--- src/rtl/mr6_pkg.sv ---
package mr6_pkg;

    typedef enum logic [2:0] {
        ST_IDLE,
        ST_WAKE_NOP,
        ST_MR6_A,
        ST_MR6_B,
        ST_TMOD_NOP,
        ST_GAP,
        ST_FINISH
    } seq_state_e;

    localparam int          ADDR_W     = 16;
    localparam int          BANK_W     = 3;
    localparam int          CKE_W      = 4;
    localparam int          TCCD_W     = 4;
    localparam int          TCCD_MIN   = 4;
    // {BG0, BA1, BA0} selecting mode register 6
    localparam logic [2:0]  MR6_BANK   = 3'b110;
    // B-side inversion: A3..A9, A11, A13 and the A17 carrier (bit 14)
    localparam logic [15:0] BSIDE_FLIP = 16'h6BF8;
    // bit 15 marks BG1 for the B-side DRAMs
    localparam logic [15:0] BSIDE_SET  = 16'h8000;
    localparam int          STACK_RANK_MIN = 2;

endpackage

--- src/rtl/mr6_slot_find.sv ---
module mr6_slot_find
    import mr6_pkg::*;
#(
    parameter int DIMMS  = 2,
    parameter int RANKS  = 4,
    parameter int RCNT_W = 3,
    parameter int SLOT_W = 3
) (
    input  logic [DIMMS*RCNT_W-1:0] ranks_per_dimm,
    input  logic [SLOT_W:0]         from_slot,
    output logic                    found,
    output logic [SLOT_W-1:0]       slot
);
    localparam int SLOTS = DIMMS * RANKS;

    logic [SLOTS-1:0] populated;

    for (genvar d = 0; d < DIMMS; d++) begin : g_dimm
        for (genvar r = 0; r < RANKS; r++) begin : g_rank
            assign populated[d*RANKS+r] =
                ranks_per_dimm[d*RCNT_W +: RCNT_W] > RCNT_W'(r);
        end
    end

    // lowest populated slot at or above from_slot
    always_comb begin
        found = 1'b0;
        slot  = '0;
        for (int i = SLOTS - 1; i >= 0; i--) begin
            if (populated[i] && (i >= int'(from_slot))) begin
                found = 1'b1;
                slot  = SLOT_W'(i);
            end
        end
    end

endmodule

--- src/rtl/mr6_word_enc.sv ---
module mr6_word_enc
    import mr6_pkg::*;
#(
    parameter int VREF_W = 6
) (
    input  logic [VREF_W-1:0] vref,
    input  logic              range_sel,
    input  logic              train_en,
    input  logic [TCCD_W-1:0] tccd_clk,
    input  logic              side_b,
    output logic [ADDR_W-1:0] addr,
    output logic [BANK_W-1:0] bank
);
    logic [ADDR_W-1:0] word_a;
    logic [2:0]        tccd_code;

    assign tccd_code = 3'(tccd_clk - TCCD_W'(TCCD_MIN));

    always_comb begin
        word_a               = '0;
        word_a[VREF_W-1:0]   = vref;
        word_a[6]            = range_sel;
        word_a[7]            = train_en;
        word_a[12:10]        = tccd_code;
    end

    always_comb begin
        if (side_b) begin
            addr = (word_a ^ BSIDE_FLIP) | BSIDE_SET;
            bank = ~MR6_BANK;
        end else begin
            addr = word_a;
            bank = MR6_BANK;
        end
    end

endmodule

--- src/rtl/mr6_mirror.sv ---
module mr6_mirror
    import mr6_pkg::*;
(
    input  logic              mirror_en,
    input  logic [ADDR_W-1:0] addr_in,
    input  logic [BANK_W-1:0] bank_in,
    output logic [ADDR_W-1:0] addr_out,
    output logic [BANK_W-1:0] bank_out
);
    localparam int NPAIR = 4;
    localparam int PAIR_LO [NPAIR] = '{3, 5, 7, 11};
    localparam int PAIR_HI [NPAIR] = '{4, 6, 8, 13};

    always_comb begin
        addr_out = addr_in;
        bank_out = bank_in;
        if (mirror_en) begin
            for (int p = 0; p < NPAIR; p++) begin
                addr_out[PAIR_LO[p]] = addr_in[PAIR_HI[p]];
                addr_out[PAIR_HI[p]] = addr_in[PAIR_LO[p]];
            end
            bank_out[0]  = bank_in[1];
            bank_out[1]  = bank_in[0];
            bank_out[2]  = addr_in[15];
            addr_out[15] = bank_in[2];
        end
    end

endmodule

--- src/rtl/mr6_init_seq.sv ---
module mr6_init_seq
    import mr6_pkg::*;
#(
    parameter int DIMMS    = 2,
    parameter int RANKS    = 4,
    parameter int VREF_W   = 6,
    parameter int XPR_IDLE = 400,
    parameter int MRS_IDLE = 8,
    parameter int MOD_IDLE = 12
) (
    input  logic                            clk,
    input  logic                            rst_n,
    input  logic                            start,
    input  logic [DIMMS*3-1:0]              ranks_per_dimm,
    input  logic                            dimm_regd,
    input  logic                            stack_3ds,
    input  logic [DIMMS*RANKS-1:0]          mirror_mask,
    input  logic [3:0]                      tccd_clk,
    input  logic [DIMMS*RANKS*VREF_W-1:0]   vref_value,
    input  logic [DIMMS*RANKS-1:0]          vref_range,
    input  logic [DIMMS*RANKS-1:0]          vref_train_en,
    output logic [3:0]                      cmd_cke,
    output logic [DIMMS*RANKS-1:0]          cmd_cs_n,
    output logic                            cmd_ras_n,
    output logic                            cmd_cas_n,
    output logic                            cmd_we_n,
    output logic [2:0]                      cmd_bank,
    output logic [15:0]                     cmd_addr,
    output logic                            busy,
    output logic                            done
);
    localparam int SLOTS   = DIMMS * RANKS;
    localparam int RCNT_W  = 3;
    localparam int SLOT_W  = $clog2(SLOTS);
    localparam int RANK_W  = $clog2(RANKS);
    localparam int FROM_W  = SLOT_W + 1;
    localparam int MAX_A   = (XPR_IDLE > MRS_IDLE) ? XPR_IDLE : MRS_IDLE;
    localparam int MAX_ID  = (MAX_A > MOD_IDLE) ? MAX_A : MOD_IDLE;
    localparam int CNT_W   = $clog2(MAX_ID + 1);

    seq_state_e        state_q, state_d, ret_q, ret_d;
    logic [CNT_W-1:0]  cnt_q, cnt_d;
    logic [SLOT_W-1:0] slot_q, slot_d;
    logic [FROM_W-1:0] from_q, from_d;
    logic              cke_on_q, cke_on_d;

    logic              scan_found;
    logic [SLOT_W-1:0] scan_slot;

    logic [VREF_W-1:0] vref_arr [SLOTS];
    logic [SLOTS-1:0]  stack_cs;
    logic [SLOTS-1:0]  rank_cs_n;
    logic [SLOT_W-1:0] mir_idx;
    logic [ADDR_W-1:0] enc_addr, mir_addr;
    logic [BANK_W-1:0] enc_bank, mir_bank;

    for (genvar s = 0; s < SLOTS; s++) begin : g_slot
        assign vref_arr[s] = vref_value[s*VREF_W +: VREF_W];
        assign stack_cs[s] = ((s % RANKS) >= STACK_RANK_MIN);
    end

    mr6_slot_find #(
        .DIMMS  (DIMMS),
        .RANKS  (RANKS),
        .RCNT_W (RCNT_W),
        .SLOT_W (SLOT_W)
    ) u_find (
        .ranks_per_dimm (ranks_per_dimm),
        .from_slot      (from_q),
        .found          (scan_found),
        .slot           (scan_slot)
    );

    mr6_word_enc #(
        .VREF_W (VREF_W)
    ) u_enc (
        .vref      (vref_arr[slot_q]),
        .range_sel (vref_range[slot_q]),
        .train_en  (vref_train_en[slot_q]),
        .tccd_clk  (tccd_clk),
        .side_b    (state_q == ST_MR6_B),
        .addr      (enc_addr),
        .bank      (enc_bank)
    );

    // mirror bit (RANKS-1-rank) of the DIMM's field
    assign mir_idx = {slot_q[SLOT_W-1:RANK_W], ~slot_q[RANK_W-1:0]};

    mr6_mirror u_mirror (
        .mirror_en (mirror_mask[mir_idx]),
        .addr_in   (enc_addr),
        .bank_in   (enc_bank),
        .addr_out  (mir_addr),
        .bank_out  (mir_bank)
    );

    assign rank_cs_n = ~((SLOTS'(1) << slot_q) | (stack_3ds ? stack_cs : '0));

    // next-state logic
    always_comb begin
        state_d  = state_q;
        ret_d    = ret_q;
        cnt_d    = cnt_q;
        slot_d   = slot_q;
        from_d   = from_q;
        cke_on_d = cke_on_q;
        unique case (state_q)
            ST_IDLE: begin
                if (start) begin
                    state_d  = ST_WAKE_NOP;
                    from_d   = '0;
                    cke_on_d = 1'b1;
                end
            end
            ST_WAKE_NOP: begin
                state_d = ST_GAP;
                cnt_d   = CNT_W'(XPR_IDLE - 1);
                ret_d   = ST_MR6_A;
            end
            ST_MR6_A: begin
                state_d = ST_GAP;
                cnt_d   = CNT_W'(MRS_IDLE - 1);
                ret_d   = dimm_regd ? ST_MR6_B : ST_TMOD_NOP;
            end
            ST_MR6_B: begin
                state_d = ST_GAP;
                cnt_d   = CNT_W'(MRS_IDLE - 1);
                ret_d   = ST_TMOD_NOP;
            end
            ST_TMOD_NOP: begin
                state_d = ST_GAP;
                cnt_d   = CNT_W'(MOD_IDLE - 1);
                ret_d   = ST_MR6_A;
                from_d  = FROM_W'(slot_q) + FROM_W'(1);
            end
            ST_GAP: begin
                if (cnt_q != '0) begin
                    cnt_d = cnt_q - CNT_W'(1);
                end else if (ret_q == ST_MR6_A) begin
                    if (scan_found) begin
                        state_d = ST_MR6_A;
                        slot_d  = scan_slot;
                    end else begin
                        state_d = ST_FINISH;
                    end
                end else begin
                    state_d = ret_q;
                end
            end
            ST_FINISH: state_d = ST_IDLE;
            default:   state_d = ST_IDLE;
        endcase
    end

    // state register
    always_ff @(posedge clk) begin
        if (!rst_n) begin
            state_q  <= ST_IDLE;
            ret_q    <= ST_IDLE;
            cnt_q    <= '0;
            slot_q   <= '0;
            from_q   <= '0;
            cke_on_q <= 1'b0;
        end else begin
            state_q  <= state_d;
            ret_q    <= ret_d;
            cnt_q    <= cnt_d;
            slot_q   <= slot_d;
            from_q   <= from_d;
            cke_on_q <= cke_on_d;
        end
    end

    // outputs
    always_comb begin
        cmd_cke   = cke_on_q ? 4'hF : 4'h0;
        cmd_cs_n  = '1;
        cmd_ras_n = 1'b1;
        cmd_cas_n = 1'b1;
        cmd_we_n  = 1'b1;
        cmd_bank  = '0;
        cmd_addr  = '0;
        busy      = 1'b0;
        done      = 1'b0;
        unique case (state_q)
            ST_IDLE: ;
            ST_WAKE_NOP: begin
                busy    = 1'b1;
                cmd_cke = 4'hF;
            end
            ST_MR6_A, ST_MR6_B: begin
                busy       = 1'b1;
                cmd_cs_n   = rank_cs_n;
                cmd_ras_n  = 1'b0;
                cmd_cas_n  = 1'b0;
                cmd_we_n   = 1'b0;
                cmd_bank   = mir_bank;
                cmd_addr   = mir_addr;
                cmd_cke[1] = ~stack_3ds;
            end
            ST_TMOD_NOP: begin
                busy       = 1'b1;
                cmd_cs_n   = rank_cs_n;
                cmd_cke[1] = ~stack_3ds;
            end
            ST_GAP:    busy = 1'b1;
            ST_FINISH: done = 1'b1;
            default: ;
        endcase
    end


    done_pulse_chk: assert property (@(posedge clk) disable iff (!rst_n)
        done |=> !done);


    busy_exit_chk: assert property (@(posedge clk) disable iff (!rst_n)
        busy |=> (busy || done));


    idle_no_cs_chk: assert property (@(posedge clk) disable iff (!rst_n)
        !busy |-> (cmd_cs_n == '1));


    single_cs_chk: assert property (@(posedge clk) disable iff (!rst_n)
        !stack_3ds |-> $onehot0(~cmd_cs_n));


    mr6_cmd_chk: assert property (@(posedge clk) disable iff (!rst_n)
        !cmd_ras_n |-> (!cmd_cas_n && !cmd_we_n && busy));


    start_ignored_chk: assert property (@(posedge clk) disable iff (!rst_n)
        (busy && start) |=> (state_q != ST_WAKE_NOP));


    cke_hold_chk: assert property (@(posedge clk) disable iff (!rst_n)
        done |=> (cmd_cke == 4'hF));

endmodule

--- config.mk ---
export PLATFORM = sky130hd
export DESIGN_NAME = mr6_init_seq
export DESIGN_NICKNAME = d
export VERILOG_FILES = /design/src/rtl/mr6_pkg.sv /design/src/rtl/mr6_slot_find.sv /design/src/rtl/mr6_word_enc.sv /design/src/rtl/mr6_mirror.sv /design/src/rtl/mr6_init_seq.sv
export SDC_FILE = /design/constraint.sdc
export NUM_CORES = 1
export LEC_CHECK = 0
export ABC_AREA = 1
export BUFFER_PORTS_ARGS = -buffer_cell sky130_fd_sc_hd__buf_2
export CORE_MARGIN = 2
export CORE_UTILIZATION = 35
export DETAILED_ROUTE_END_ITERATION = 6
export HOLD_SLACK_MARGIN = 0.02
export PLACE_DENSITY = 0.66
export SYNTH_ARGS = -nofsm -noshare
export SYNTH_HDL_FRONTEND = slang
export SYNTH_SLANG_ARGS = --single-unit
--- constraint.sdc ---
create_clock -name clk -period 4.1 [get_ports clk]
set_input_delay 0.615 -clock clk [delete_from_list [all_inputs] [get_ports clk]]
set_output_delay 0.615 -clock clk [all_outputs]
set_load 0.05 [all_outputs]
# Yosys cells after proc, flatten, opt, wreduce, memory -nomap -nowiden

Index checks and enable logic that the tools add are counted.

Bits in registers: 23
Input bits: 87
Output and inout bits: 36
Word-level logic and storage cells: 123

Add/subtract/negate cells: 3
$lt $le $gt $ge: 19
Eq/ne operators: 10
Shift-type cells: 1
Mux-type cells: 54
Bitwise operators: 7
Reduce and logical (&&, ||, !) cells: 23

Operators with widths:

| operator              | count |
|---|---|
| $mux W3               | 16 |
| $pmux W9 S4           | 1 |
| $mux W16              | 2 |
| $bmux W6 S3           | 1 |
| $mux W1               | 18 |
| $mux W6               | 3 |
| $pmux W3 S3           | 2 |
| $ge A3 B4 Y1 const A  | 4 |
| $mux W8               | 2 |
| $gt A3 B1 Y1 const B  | 4 |
| $gt A3 B2 Y1 const B  | 4 |
| $not A8 Y10           | 1 |
| $bmux W1 S3           | 3 |
| $eq A3 B2 Y1 const B  | 3 |
| $eq A3 B3 Y1 const B  | 3 |
| $mux W9               | 1 |
| $reduce_bool A9 Y1    | 1 |
| $sub A9 B1 Y9 const B | 1 |
| $ge A1 B4 Y1 const A  | 2 |
| $ge A2 B4 Y1 const A  | 2 |
| $logic_and A1 B1 Y1   | 8 |
| $lt A3 B4 Y1 const B  | 2 |
| $mux W4               | 2 |
| $not A8 Y8            | 1 |
| 23 further kinds      | 30 |

# Logic depth before layout (Yosys ltp)

Depth in word-level cells: 14
Gate-level depth with buffers: 12
Gate-level depth less buffers: 12

# Modules after synthesis

Synthesis repeated with hierarchy kept, for this count alone.

Cells, all modules: 511
Area total of the unflattened synthesis: 2825.2 um^2

By module, submodules not included:

| module        | instances | cells an instance | area an instance (um^2) | sequential area each (um^2) |
|---|---|---|---|---|
| mr6_init_seq  | 1         | 381               | 2195.9                  | 460.4 |
| mr6_slot_find | 1         | 47                | 239.0                   | 0.0 |
| mr6_mirror    | 1         | 46                | 210.2                   | 0.0 |
| mr6_word_enc  | 1         | 37                | 180.2                   | 0.0 |

# Least setup slack after synthesis

No wires, ideal clock.

Path kind: input port to output port
From: in mirror_mask[7]
To: out cmd_bank[2]
Arrival time: 2380 ps
Required time: 3485 ps
Setup slack: 1105 ps
Cell stages on the path: 8
Path buffers: 1
Cell sequence: nor2_1 -> nor2_1 -> o21ai_1 -> nand2_1 -> o21ai_2 -> o21ai_1 -> a21oi_1 -> buf_4

Cells in the longest elaborated chain, start to end: 4

RTL lines:

| what                          | line                | text |
|---|---|---|
| start: declaration            | mr6_init_seq.sv:17  | `input logic [DIMMS*RANKS-1:0] mirror_mask,` |
| $bmux W1 S3                   | mr6_init_seq.sv:90  | `.mirror_en (mirror_mask[mir_idx]),` |
| $mux W1 (not written as such) | mr6_init_seq.sv:90  |  |
| $mux W3                       | mr6_mirror.sv:17    | `if (mirror_en) begin` |
| $mux W3                       | mr6_init_seq.sv:185 | `unique case (state_q)` |
| end: declaration              | mr6_init_seq.sv:27  | `output logic [2:0] cmd_bank,` |

Every way passes these cells. The select of a mux whose other input is x is not followed.

# Final worst setup path

From: reg slot_q[0]
To: out cmd_bank[1]

Cells in the longest elaborated chain, start to end: 5

RTL lines:

| what                          | line                | text |
|---|---|---|
| start: declaration            | mr6_init_seq.sv:43  | `logic [SLOT_W-1:0] slot_q, slot_d;` |
| start signal: assignment      | mr6_init_seq.sv:168 | `slot_q <= slot_d;` |
| $not A2 Y2                    | mr6_init_seq.sv:87  | `assign mir_idx = {slot_q[SLOT_W-1:RANK_W], ~slot_q[RANK_W-1:0]};` |
| $bmux W1 S3                   | mr6_init_seq.sv:90  |  |
| $mux W1 (not written as such) | mr6_init_seq.sv:90  |  |
| $mux W3                       | mr6_mirror.sv:17    |  |
| $mux W3                       | mr6_init_seq.sv:185 |  |

Every way passes these cells. The select of a mux whose other input is x is not followed.

==> reports/metrics.yaml <==
clocking:
  hold_buffers: 0
  cts_tree: "built"
  clkSlewWorstSetupHoldPaths_ns: 0.08
  insertion_delay_ns: 0.27
  clockBufferDepth: 2
  cts_max_level: 1
  cts-resized-gates: 0
  numCtsBuffers: 3
  cts.sinks: 23
  cts_setup_buffers: 0
  clock-root-buffer: "clkbuf_8"
logic_synthesis:
  avgSynthCellArea_um2: 5.571
  synth_edf_count: 0
  syn_area_um2: 2401
  synth_commonest_cells: "nor2_1 (89), nand2_1 (86), nand3_1 (42)"
  async_flop_share: 0
  synth_cell_type_count: 31
  synth.net_count: 525
  synth-seq-cells: 23
  synth_flop_cell: "dfxtp_1"
  yosysTopAreaCell: "dfxtp_1"
  synth_warnings: 0
  ys_top_cells_by_area: "dfxtp_1 (19%), nor2_1 (14%), nand2_1 (13%)"
  synth_cells: 431
  yosysTopAreaCellShare: 0.1918
  synth-seq-area-share: 0.1918
  synth.most_common_cell: "nor2_1"
grt:
  top_usage_layer: "met2"
  grt_use_met1: 0.2397
  grt.met2_usage: 0.3414
  grt_max_degree: 41
  antenna_found_initial: 0
  grt.total_usage: 0.1892
  grt_pass1_vias: 2600
  gr-total-overflow: 0
  use_met3: 0.02190
  grt_pass1_wl_mm: 11.72
detailed_routing:
  drt-initial-drc-count: 162
  dr.pass1.iters: 4
  wire_per_inst_um: 12.25
  drt_wl_total_mm: 7.496
  vias_per_cell: 4.958
  vias: 3034
  drc: 0
  ant_nets: 0
timing:
  relSlewSlack: 0.6001
  max_freq_mhz: 313.8
  hold_viol_final: 0
  slew_viol_final: 0
  setup_tns_ns: 0
  grt_setup_unrepaired: "no"
  fin_crit_sh: 0.7772
  tightest_slew_ns: 0.5989
  finalClockSkew_ns: 0.002719
  setup_viol: 0
  period_needed_ns: 3.187
critical_path:
  worstPathBufferInverterCount: 2
  cp_max_fo: 40
  endpoint_kind: "output port"
  required_ns: 3.48
  cp_cell_sequence: "inv_2 -> o21ai_1 -> nand2_1 -> o21ai_2 -> o21ai_1 -> a21oi_1 -> buf_2"
  cp_slowest_cell: "dfxtp_1"
  critPathKind: "reg -> out"
  crit_family: "compound AO/OA/AOI/OAI gates"
  arrival_ns: 2.57
  cp-start-kind: "flip-flop"
  max_stage_delay_ns: 0.66
  path_common_cell: "o21ai_1"
power_and_ir_drop:
  p_leak_uw: 0.001596
  p_total_uw: 743.4
  power.density_nw_per_um2: 248.2
  peakVddDrop_uv: 152.5
min_path:
  holdCritPathClass: "reg -> reg"
cells_and_area:
  area_growth_pct: 24.75
  fill_cells: 748
  drive_above_1_share: 0.2838
  fin_nets: 627
  diodes: 0
floorplanning:
  core_area_um2: 6719
  dieArea_um2: 7539
  start_util: 0.3574
  pin_count: 123
  die_w_um: 86.83
  die_y_um: 86.83
  rows: 30
status:
  status: "finished clean"
place:
  place.port_buffers: 121
  hpwl_mm: 5.887
  place_congestion: 0.8661
flow_run:
  drv_cap: 0
[per-layer routing]
metal,routed length [µm],part of all wire,vias up
li1,-,-,1600
met5,0,0,-
met4,112,0.015,0
met2,3623,0.48,99
met3,495,0.066,12
met1,3264,0.44,1323
[worst min-delay path, delay by kind of cell (launching register included)]
kind	cells	cell delay, ns
DFF	1	0.33
AOI/OAI and AO/OA	1	0.05
and+or+nand+nor	1	0.06
[logic make-up after synthesis]
group / synth area share
adder cells (fa/ha/maj): 0.03648
AO/OA/AOI/OAI: 0.2038
XOR/XNOR: 0.01459
buffers and inverters: 0.1391
flip-flops: 0.1918
AND/OR/NAND/NOR: 0.4143
[sequential cells by signal, summed over array words and instances (netlist names)]
register,flops
cke_on_q,1
cnt_q,9
ret_q,3
from_q,4
slot_q,3
state_q,3
[final timing paths]
path | start | slack, ns | cells after the start | end
max | slot_q[0] | 0.91 | 7 | cmd_bank[1]
min | cnt_q[6] | 0.48 | 2 | cnt_q[6]
max reg2reg | slot_q[0] | 2.13 | 5 | from_q[2]
min reg2reg | cnt_q[6] | 0.48 | 2 | cnt_q[6]
[cells in the final DEF, fill, tap and decap left out, types with 2 or more instances in the layout]
cell type,Yosys,routed
buf_2,6,121
nor2_1,89,89
nand2_1,86,86
nand3_1,42,42
o21ai_0,30,30
inv_1,28,28
o21ai_1,28,28
a21oi_1,23,23
dfxtp_1,23,23
inv_2,13,13
ha_1,7,7
a31oi_1,5,5
nand2_2,4,4
xor2_1,3,3
o22ai_1,3,3
nor3_1,3,3
clkbuf_8,0,3
buf_4,11,3
nor2_2,2,2
o221ai_1,2,2
nand3b_1,2,2
or2_2,2,2
and3_1,2,2
[power breakdown]
part | switching [µW] | internal, µW | leakage, µW
combinational | 224 | 112 | 0.00138
sequential | 21.0 | 244 | 0.000188
clock | 74.9 | 67.9 | 0.0000255
[cell type report]
| class | count | area (µm²) | area share |
|---|---|---|---|
| clock buffer | 3 | 41.29 | 0.01378 |
| timing repair buffer | 124 | 628.1 | 0.2097 |
| tap | 80 | 100.1 | 0.03342 |
| inverter | 41 | 153.9 | 0.05138 |
| multi-input combinational | 340 | 1607 | 0.5363 |
| clock inverter | 1 | 5.005 | 0.001671 |
| sequential | 23 | 460.4 | 0.1537 |
[stage by stage]
stage	hold WS (ns)	utilization	worst slack [ns]	std cells	instance area (µm²)
3_3_place_gp	0.4652	0.4389	1.235	608	2949
4_1_cts	0.4825	0.4458	0.9115	612	2995
3_5_place_dp	0.4677	0.4389	1.213	608	2949
6_report	0.4844	0.4458	0.9135	612	2995
5_1_grt	0.5072	0.4458	0.6848	612	2995
2_1_floorplan	0.4426	-	1.105	431	2401
(Power assumes the default switching activity.)
